### src/rtl/ac_rx_pkg.sv
package ac_rx_pkg;
  localparam int TAG_W     = 16;
  localparam int SLOT_W    = 20;
  localparam int NUM_SLOTS = 12;
  localparam int IDX_W     = 7;
  localparam int DATA_W    = 16;

  typedef struct packed {
    logic s1_ok;
    logic s2_ok;
  } tag_valid_t;
endpackage

### src/rtl/ac_rx_framer.sv
module ac_rx_framer #(
  parameter int FRAME_BITS = 256,
  parameter int POS_W      = 8
) (
  input  logic             clk,
  input  logic             rst,
  input  logic             bit_stb,
  input  logic             sync_in,
  output logic [POS_W-1:0] cur_pos,
  output logic             cur_vld
);
  localparam logic [POS_W-1:0] LAST_POS = POS_W'(FRAME_BITS - 1);

  logic             sync_q;
  logic             run_q;
  logic [POS_W-1:0] pos_q;
  logic             sync_rise;

  assign sync_rise = sync_in & ~sync_q;

  always_comb begin
    cur_pos = pos_q + 1'b1;
    cur_vld = 1'b0;
    if (bit_stb) begin
      if (sync_rise) begin
        cur_pos = '0;
        cur_vld = 1'b1;
      end else if (run_q && (pos_q != LAST_POS)) begin
        cur_vld = 1'b1;
      end
    end
  end

  always_ff @(posedge clk) begin
    if (rst) begin
      sync_q <= 1'b0;
      run_q  <= 1'b0;
      pos_q  <= '0;
    end else if (bit_stb) begin
      sync_q <= sync_in;
      run_q  <= cur_vld;
      if (cur_vld) pos_q <= cur_pos;
    end
  end
endmodule

### src/rtl/ac_rx_deser.sv
module ac_rx_deser #(
  parameter int W = 20
) (
  input  logic         clk,
  input  logic         rst,
  input  logic         shift_en,
  input  logic         din,
  output logic [W-1:0] word
);
  logic [W-2:0] sh_q;

  assign word = {sh_q, din};

  always_ff @(posedge clk) begin
    if (rst)           sh_q <= '0;
    else if (shift_en) sh_q <= word[W-2:0];
  end
endmodule

### src/rtl/ac_rx_slots.sv
module ac_rx_slots
  import ac_rx_pkg::*;
#(
  parameter int TAG_LEN  = 16,
  parameter int SLOT_LEN = 20,
  parameter int NREQ     = 10,
  parameter int IDX_BITS = 7,
  parameter int DAT_BITS = 16,
  parameter int POS_W    = 8
) (
  input  logic                clk,
  input  logic                rst,
  input  logic [POS_W-1:0]    cur_pos,
  input  logic                cur_vld,
  input  logic [SLOT_LEN-1:0] word,
  input  logic                cmd_rd_stb,
  input  logic [IDX_BITS-1:0] cmd_rd_addr,
  output logic                codec_ready,
  output logic [NREQ-1:0]     slot_req,
  output logic [DAT_BITS-1:0] stat_data,
  output logic                rd_done,
  output logic                rd_pending
);
  localparam logic [POS_W-1:0] TAG_END = POS_W'(TAG_LEN - 1);
  localparam logic [POS_W-1:0] S1_END  = POS_W'(TAG_LEN + SLOT_LEN - 1);
  localparam logic [POS_W-1:0] S2_END  = POS_W'(TAG_LEN + 2*SLOT_LEN - 1);
  localparam int IDX_MSB = SLOT_LEN - 2;
  localparam int REQ_MSB = IDX_MSB - IDX_BITS;

  logic                at_tag, at_s1, at_s2;
  tag_valid_t          tag_q;
  logic [IDX_BITS-1:0] idx_q;
  logic [IDX_BITS-1:0] rd_addr_q;
  logic [NREQ-1:0]     req_dec;
  logic                accept;
  logic                unused_bits;

  assign at_tag = cur_vld && (cur_pos == TAG_END);
  assign at_s1  = cur_vld && (cur_pos == S1_END);
  assign at_s2  = cur_vld && (cur_pos == S2_END);

  genvar k;
  generate
    for (k = 0; k < NREQ; k++) begin : g_req
      assign req_dec[k] = ~word[REQ_MSB - k];
    end
  endgenerate

  assign accept = at_s2 && codec_ready && tag_q.s1_ok && tag_q.s2_ok &&
                  rd_pending && (idx_q == rd_addr_q);

  assign unused_bits = ^word[REQ_MSB-NREQ:0];

  always_ff @(posedge clk) begin
    if (rst) begin
      codec_ready <= 1'b0;
      tag_q       <= '0;
    end else if (at_tag) begin
      codec_ready <= word[TAG_LEN-1];
      tag_q.s1_ok <= word[TAG_LEN-2];
      tag_q.s2_ok <= word[TAG_LEN-3];
    end
  end

  always_ff @(posedge clk) begin
    if (rst) begin
      idx_q    <= '0;
      slot_req <= '0;
    end else if (at_s1) begin
      idx_q <= word[IDX_MSB -: IDX_BITS];
      if (codec_ready) slot_req <= req_dec;
    end
  end

  always_ff @(posedge clk) begin
    if (rst) begin
      stat_data  <= '0;
      rd_done    <= 1'b0;
      rd_pending <= 1'b0;
      rd_addr_q  <= '0;
    end else begin
      rd_done <= accept;
      if (accept) stat_data <= word[SLOT_LEN-1 -: DAT_BITS];
      if (cmd_rd_stb) begin
        rd_pending <= 1'b1;
        rd_addr_q  <= cmd_rd_addr;
      end else if (accept) begin
        rd_pending <= 1'b0;
      end
    end
  end
endmodule

### src/rtl/ac_link_rx.sv
module ac_link_rx
  import ac_rx_pkg::*;
#(
  parameter int TAG_LEN  = ac_rx_pkg::TAG_W,
  parameter int SLOT_LEN = ac_rx_pkg::SLOT_W,
  parameter int NSLOTS   = ac_rx_pkg::NUM_SLOTS,
  parameter int IDX_BITS = ac_rx_pkg::IDX_W,
  parameter int DAT_BITS = ac_rx_pkg::DATA_W
) (
  input  logic                clk,
  input  logic                rst,
  input  logic                bit_stb,
  input  logic                sync_in,
  input  logic                sdata_in,
  input  logic                cmd_rd_stb,
  input  logic [IDX_BITS-1:0] cmd_rd_addr,
  output logic                codec_ready,
  output logic [NSLOTS-3:0]   slot_req,
  output logic [DAT_BITS-1:0] stat_data,
  output logic                rd_done,
  output logic                rd_pending
);
  localparam int FRAME_BITS = TAG_LEN + NSLOTS * SLOT_LEN;
  localparam int POS_W      = $clog2(FRAME_BITS);
  localparam int NREQ       = NSLOTS - 2;

  logic [POS_W-1:0]    cur_pos;
  logic                cur_vld;
  logic [SLOT_LEN-1:0] word;

  ac_rx_framer #(.FRAME_BITS(FRAME_BITS), .POS_W(POS_W)) u_framer (
    .clk(clk), .rst(rst), .bit_stb(bit_stb), .sync_in(sync_in),
    .cur_pos(cur_pos), .cur_vld(cur_vld)
  );

  ac_rx_deser #(.W(SLOT_LEN)) u_deser (
    .clk(clk), .rst(rst), .shift_en(bit_stb), .din(sdata_in), .word(word)
  );

  ac_rx_slots #(
    .TAG_LEN(TAG_LEN), .SLOT_LEN(SLOT_LEN), .NREQ(NREQ),
    .IDX_BITS(IDX_BITS), .DAT_BITS(DAT_BITS), .POS_W(POS_W)
  ) u_slots (
    .clk(clk), .rst(rst), .cur_pos(cur_pos), .cur_vld(cur_vld), .word(word),
    .cmd_rd_stb(cmd_rd_stb), .cmd_rd_addr(cmd_rd_addr),
    .codec_ready(codec_ready), .slot_req(slot_req), .stat_data(stat_data),
    .rd_done(rd_done), .rd_pending(rd_pending)
  );
endmodule

### config.mk
export PLATFORM = sky130hd
export DESIGN_NAME = ac_link_rx
export DESIGN_NICKNAME = d
export VERILOG_FILES = /design/src/rtl/ac_rx_pkg.sv /design/src/rtl/ac_rx_framer.sv /design/src/rtl/ac_rx_deser.sv /design/src/rtl/ac_rx_slots.sv /design/src/rtl/ac_link_rx.sv
export SDC_FILE = /design/constraint.sdc
export NUM_CORES = 1
export LEC_CHECK = 0
export ABC_AREA = 1
export BUFFER_PORTS_ARGS = -buffer_cell sky130_fd_sc_hd__buf_2
export CAP_MARGIN = 5
export CORE_AREA = 3 3 88 90
export DETAILED_ROUTE_END_ITERATION = 12
export DIE_AREA = 0 0 91 93
export PLACE_DENSITY = 0.71
export SLEW_MARGIN = 20
export SYNTH_ARGS = -nofsm -noshare
export SYNTH_HDL_FRONTEND = slang
export SYNTH_HIERARCHICAL = 1
export SYNTH_SLANG_ARGS = --single-unit
### constraint.sdc
create_clock -name clk -period 2.3 [get_ports clk]
set_input_delay 0.46 -clock clk [delete_from_list [all_inputs] [get_ports clk]]
set_output_delay 0.46 -clock clk [all_outputs]
set_load 0.005 [all_outputs]
==> Yosys cells after proc, flatten, opt, wreduce, memory -nomap -nowiden <==
Cells that the tools add are included.
{ "totals": {"out_inout_bits": 29, "wordCells": 50, "in_bits": 13, "regBits": 74} }
{ "op_classes": {"reduce_logical": 12, "n_addsub": 1, "n_eq_ne": 5, "bitwise": 12, "mux": 7} }
{ "ops": {"columns": ["cell", "n"], "rows": [
  ["8-bit by 6-bit equality test with 1-bit output (second input constant)", 2],
  ["8-bit two-way mux", 2],
  ["1-bit NOT", 11],
  ["1-bit logical AND", 9],
  ["8-bit by 1-bit adder with 8-bit output (second input constant)", 1],
  ["8-bit by 4-bit equality test with 1-bit output (second input constant)", 1],
  ["8-bit != test (second input constant)", 1],
  ["7-bit equality test", 1],
  ["1-bit two-way mux", 5],
  ["2-bit AND reduction", 2],
  ["2-bit nonzero test", 1],
  ["1-bit AND", 1]
]} }

==> Logic depth before layout (Yosys ltp) <==
{ "depth": {"ltp_word": 13, "depth_mapped": 15, "mapped_depth_nobuf": 14} }

==> By module <==
Netlist, hierarchy kept.
{ "modules_own_cells": {"columns": ["module", "seq_area_each_um2", "cells_each", "n_inst", "area_per_inst_um2"], "rows": [
  ["ac_rx_slots", 900.9, 302, 1, 2060.7],
  ["ac_rx_deser", 380.4, 121, 1, 794.5],
  ["ac_rx_framer", 200.2, 102, 1, 640.6]
]} }

==> Worst setup path before layout <==
No wires, ideal clock.
{ "synth_path": {"kind": "flip-flop to flip-flop", "startpoint": "reg u_framer.pos_q[0]", "endpoint": "reg u_slots.stat_data[10]", "setup_ns": 0.115, "t_required_ns": 2.185, "t_arrival_ns": 1.869, "stages_incl_launch_ff": 13, "setup_slack_ns": 0.316, "path_buffers": 1, "path_cell_list": "dfxtp_1 ha_1 nand2_2 inv_1 nor3_1 nand2_1 nor2_2 nand3_2 nor2_4 buf_6 nand3b_1 nand2_1 nor2_1"} }
{ "synth_via": {"elab_cells_between_ends": 15, "classes_between": "add/sub (1); eq/ne (2); mux (5); reduce/logical (7)"} }
{ "synth_rtl": {"columns": ["element", "line_no", "rtl"], "rows": [
  ["from (decl)", "ac_rx_framer.sv:16", "logic [POS_W-1:0] pos_q;"],
  ["from (signal assigned)", "ac_rx_framer.sv:42", "if (cur_vld) pos_q <= cur_pos;"],
  ["8-bit by 1-bit adder with 8-bit output *", "ac_rx_framer.sv:22", "cur_pos = pos_q + 1'b1;"],
  ["8-bit two-way mux", "ac_rx_framer.sv:25", "if (sync_rise) begin"],
  ["8-bit two-way mux *", "ac_rx_framer.sv:24", "if (bit_stb) begin"],
  ["named net cur_pos[2]", "ac_link_rx.sv:27", "logic [POS_W-1:0] cur_pos;"],
  ["8-bit by 6-bit equality test with 1-bit output *", "ac_rx_slots.sv:40", "assign at_s2 = cur_vld && (cur_pos == S2_END);"],
  ["1-bit logical AND *", "ac_rx_slots.sv:40", null],
  ["1-bit logical AND * (4 in a row)", "ac_rx_slots.sv:49", "assign accept = at_s2 && codec_ready && tag_q.s1_ok && tag_q.s2_ok &&"],
  ["1-bit logical AND *", "ac_rx_slots.sv:50", "rd_pending && (idx_q == rd_addr_q);"],
  ["to (signal assigned)", "ac_rx_slots.sv:83", "if (accept) stat_data <= word[SLOT_LEN-1 -: DAT_BITS];"],
  ["to (decl)", "ac_rx_slots.sv:20", "output logic [DAT_BITS-1:0] stat_data,"]
]} }
Mark *: on every way through the listed nets, which the timed path passes. The rest lies on a longest branch.
A chain may end at the register's enable or synchronous reset.

==> Final worst setup path <==
{ "layout_path": {"startpoint": "reg u_framer.pos_q[0]", "endpoint": "reg u_slots.slot_req[7]"} }
{ "layout_via": {"elab_cells_between_ends": 11, "classes_between": "add/sub (1); eq/ne (2); mux (5); reduce/logical (3)"} }
{ "layout_rtl": {"columns": ["element", "line_no", "rtl"], "rows": [
  ["8-bit by 1-bit adder with 8-bit output *", "ac_rx_framer.sv:22", null],
  ["8-bit two-way mux", "ac_rx_framer.sv:25", null],
  ["8-bit two-way mux *", "ac_rx_framer.sv:24", null],
  ["named net cur_pos[4]", "ac_link_rx.sv:27", null],
  ["8-bit by 6-bit equality test with 1-bit output *", "ac_rx_slots.sv:39", "assign at_s1 = cur_vld && (cur_pos == S1_END);"],
  ["1-bit logical AND *", "ac_rx_slots.sv:39", null],
  ["2-bit AND reduction (no line) *", null, null],
  ["to (signal assigned)", "ac_rx_slots.sv:71", "if (codec_ready) slot_req <= req_dec;"],
  ["to (decl)", "ac_rx_slots.sv:19", "output logic [NREQ-1:0] slot_req,"]
]} }
Marked as above.

==> flow_results.xml <==
<?xml version="1.0" encoding="UTF-8"?>
<metrics>
  <group name="placed_design">
    <metric name="numPortBuffers" unit="">41</metric>
    <metric name="placed_cell_area" unit="mm^2">0.00376</metric>
    <metric name="dp_cells" unit="">654</metric>
    <metric name="globalplace.congestion" unit="">0.922</metric>
    <metric name="preCtsSetupSlack" unit="ns">0.116</metric>
    <metric name="post-dp-hpwl" unit="um">4940</metric>
  </group>
  <group name="routing">
    <metric name="post-route-drc-count" unit="">0</metric>
    <metric name="route.vias.total" unit="">3147</metric>
    <metric name="iteration_count_of_the_initial_detailed_routing_pass" unit="">5</metric>
    <metric name="vias_per_instance" unit="">4.70</metric>
    <metric name="drt_wl_total" unit="um">7090</metric>
    <metric name="routed_length_per_placed_instance" unit="um">10.6</metric>
    <metric name="final_antenna_net_count" unit="">0</metric>
    <metric name="drt-initial-drc-count" unit="">175</metric>
  </group>
  <group name="timing">
    <metric name="grt_setup_unrepaired" unit="">no</metric>
    <metric name="finalHoldViolCount" unit="">0</metric>
    <metric name="fin_crit_sh" unit="%">90.6</metric>
    <metric name="worst_hold_slack" unit="ns">0.367</metric>
    <metric name="finalWorstSetupSlack" unit="ns">0.216</metric>
    <metric name="transition_time_at_the_pin_with_the_least_slew_margin" unit="ns">0.364</metric>
    <metric name="maxSlewViolCount" unit="">0</metric>
    <metric name="final_setup_violations" unit="">0</metric>
    <metric name="worst_clock_skew" unit="ns">0.0112</metric>
    <metric name="setup_tns" unit="ns">0</metric>
    <metric name="fmax" unit="MHz">480</metric>
    <metric name="slew_headroom" unit="%">75.7</metric>
    <metric name="post-route-min-period" unit="ns">2.08</metric>
  </group>
  <group name="worst_setup_path">
    <metric name="worstPathArrival" unit="ns">2.37</metric>
    <metric name="reg2reg_slack" unit="ns">0.22</metric>
    <metric name="critical_path_source_type" unit="">flip-flop</metric>
    <metric name="critical_path.endpoint_type" unit="">flip-flop</metric>
    <metric name="timing.critical_path.slowest_stage_cell" unit="">sky130_fd_sc_hd__dfxtp_1</metric>
    <metric name="cp_data_required_time" unit="ns">2.58</metric>
    <metric name="cp_max_fo" unit="">20</metric>
    <metric name="critical_path.max_stage_delay" unit="ns">0.41</metric>
    <metric name="path_class" unit="">reg2reg</metric>
    <metric name="critical_path.cell_chain" unit="">ha_1 &gt; nand2_2 &gt; o21ai_0 &gt; a21oi_2 &gt; buf_4 &gt; nor4_2 &gt; nand3_1 &gt; buf_4 &gt; nand2_1 &gt; nand2_1 &gt; nor2_1</metric>
  </group>
  <group name="cts">
    <metric name="clock_tree.root_cell" unit="">sky130_fd_sc_hd__clkbuf_8</metric>
    <metric name="tritoncts_clock_tree" unit="">built</metric>
    <metric name="insertion_delay" unit="ns">0.35</metric>
    <metric name="number_of_cts_inserted_buffers" unit="">9</metric>
    <metric name="hold_buffers" unit="">0</metric>
    <metric name="clock_tree.buffer_depth" unit="">2</metric>
    <metric name="path_clk_slew" unit="ns">0.08</metric>
    <metric name="cts_max_level" unit="">3</metric>
    <metric name="cts_sinks" unit="">74</metric>
  </group>
  <group name="floorplan">
    <metric name="rows" unit="">31</metric>
    <metric name="dieArea" unit="mm^2">0.00846</metric>
    <metric name="initial_utilization" unit="%">48.9</metric>
    <metric name="core_area" unit="mm^2">0.00714</metric>
    <metric name="dieWidth" unit="um">91</metric>
    <metric name="fp.dieH" unit="um">93</metric>
    <metric name="floorplan.io_pins" unit="">42</metric>
  </group>
  <group name="yosys">
    <metric name="postSynthAreaPerCell" unit="um^2">6.66</metric>
    <metric name="ys_warn_count" unit="">6</metric>
    <metric name="post_syn_area" unit="mm^2">0.00349</metric>
    <metric name="postSynthCellCount" unit="">524</metric>
    <metric name="mappedNetlistNets" unit="">538</metric>
  </group>
  <group name="finish">
    <metric name="area_used_by_multi_input_combinational_logic" unit="mm^2">0.00157</metric>
    <metric name="area_growth_syn_to_layout" unit="%">13.6</metric>
    <metric name="post-route-util" unit="%">55.5</metric>
    <metric name="ff_latch_area" unit="mm^2">0.00148</metric>
    <metric name="final_net_count" unit="">580</metric>
    <metric name="drive_above_1_share" unit="%">15.6</metric>
    <metric name="fill_cells" unit="">752</metric>
    <metric name="design_area" unit="mm^2">0.00396</metric>
    <metric name="finalNonFillerCells" unit="">670</metric>
    <metric name="insertedDiodeCount" unit="">0</metric>
  </group>
  <group name="run_status">
    <metric name="outcome" unit="">finished, final reports clean</metric>
  </group>
  <group name="global_route">
    <metric name="pin_count_of_the_biggest_net_entering_global_routing" unit="">41</metric>
    <metric name="grt_first_pass_wirelength" unit="um">12300</metric>
    <metric name="initial_antenna_violation_count" unit="">0</metric>
    <metric name="vias_in_the_first_global_route" unit="">2835</metric>
    <metric name="global_route.overflow_total" unit="">0</metric>
    <metric name="grt_util_all_layers" unit="%">17.6</metric>
  </group>
  <group name="power">
    <metric name="vdd_ir_drop_max" unit="V">0.000319</metric>
    <metric name="power_leakage" unit="nW">1.88</metric>
    <metric name="report.power.total" unit="mW">2.64</metric>
    <metric name="powerDensity" unit="mW/mm^2">665</metric>
  </group>
  <group name="run">
    <metric name="maxCapViolations" unit="">0</metric>
  </group>
  <group name="min_path">
    <metric name="worst_hold_path_type" unit="">in2reg</metric>
  </group>
</metrics>
## report_power, final
group	internal, mW	total, mW	leakage (nW)	switching [mW]
logic	0.0922	0.260	1.18	0.168
clock network	0.508	1.01	0.0962	0.506
registers	1.32	1.36	0.604	0.0365
total	1.92	2.63	1.88	0.710
## critical path, delay by kind of cell, from the launching register on
family / cells / cell delay, ns
adders and majority gates: 1 / 0.21
DFF: 1 / 0.41
buffers and inverters: 2 / 0.39
and+or+nand+nor: 6 / 0.71
AOI/OAI and AO/OA: 2 / 0.32
## routing by layer
layer | track usage [%] | part of all wire [%]
met2 | 29.0 | 47
met1 | 22.5 | 48
met5 | 0 | 0
met4 | 6.78 | 0.83
met3 | 4.18 | 4.3
## state kept, by name, indices dropped and copies added (netlist names)
| name | count |
|---|---|
| u_deser/sh_q | 19 |
| u_framer/pos_q | 8 |
| u_framer/run_q | 1 |
| u_framer/sync_q | 1 |
| u_slots/codec_ready | 1 |
| u_slots/idx_q | 7 |
| u_slots/rd_addr_q | 7 |
| u_slots/rd_done | 1 |
| u_slots/rd_pending | 1 |
| u_slots/slot_req | 10 |
| u_slots/stat_data | 16 |
| u_slots/tag_q | 2 |
## area by class of cell
class,instances,area share [%]
clock buffers,9,3.13
inverters,78,7.39
well taps,99,3.13
multi-input cells,353,39.5
flip-flops and latches,74,37.4
clock inverters,7,1.93
repair buffers,50,7.52
## layout by cell type (no fill, tap or decap), drive strengths merged, types with 5 or more instances in the layout
master	count
o21ai	20
clkbuf	9
nor3	5
nand3	28
buf	50
a21oi	32
inv	80
nand3b	7
nor2	129
nand2	124
dfxtp	74
## path summary, 6_finish.rpt
kind,from,to,cells after the start
hold reg to reg,u_deser/sh_q[18]$_SDFFE_PP0P_,u_deser/sh_q[18]$_SDFFE_PP0P_,2
setup reg to reg,u_framer/pos_q[0]$_SDFFE_PP0P_,u_slots/slot_req[7]$_SDFFE_PP0P_,11
hold / removal,cmd_rd_addr[4],u_slots/rd_addr_q[4]$_SDFFE_PP0P_,3
setup / recovery,u_framer/pos_q[0]$_SDFFE_PP0P_,u_slots/slot_req[7]$_SDFFE_PP0P_,11
## timing repair
action,4_1_cts,5_1_grt
resized for setup,0,1
setup buffers,0,0
setup endpoints to repair,0,2
(Power assumes the default switching activity.)
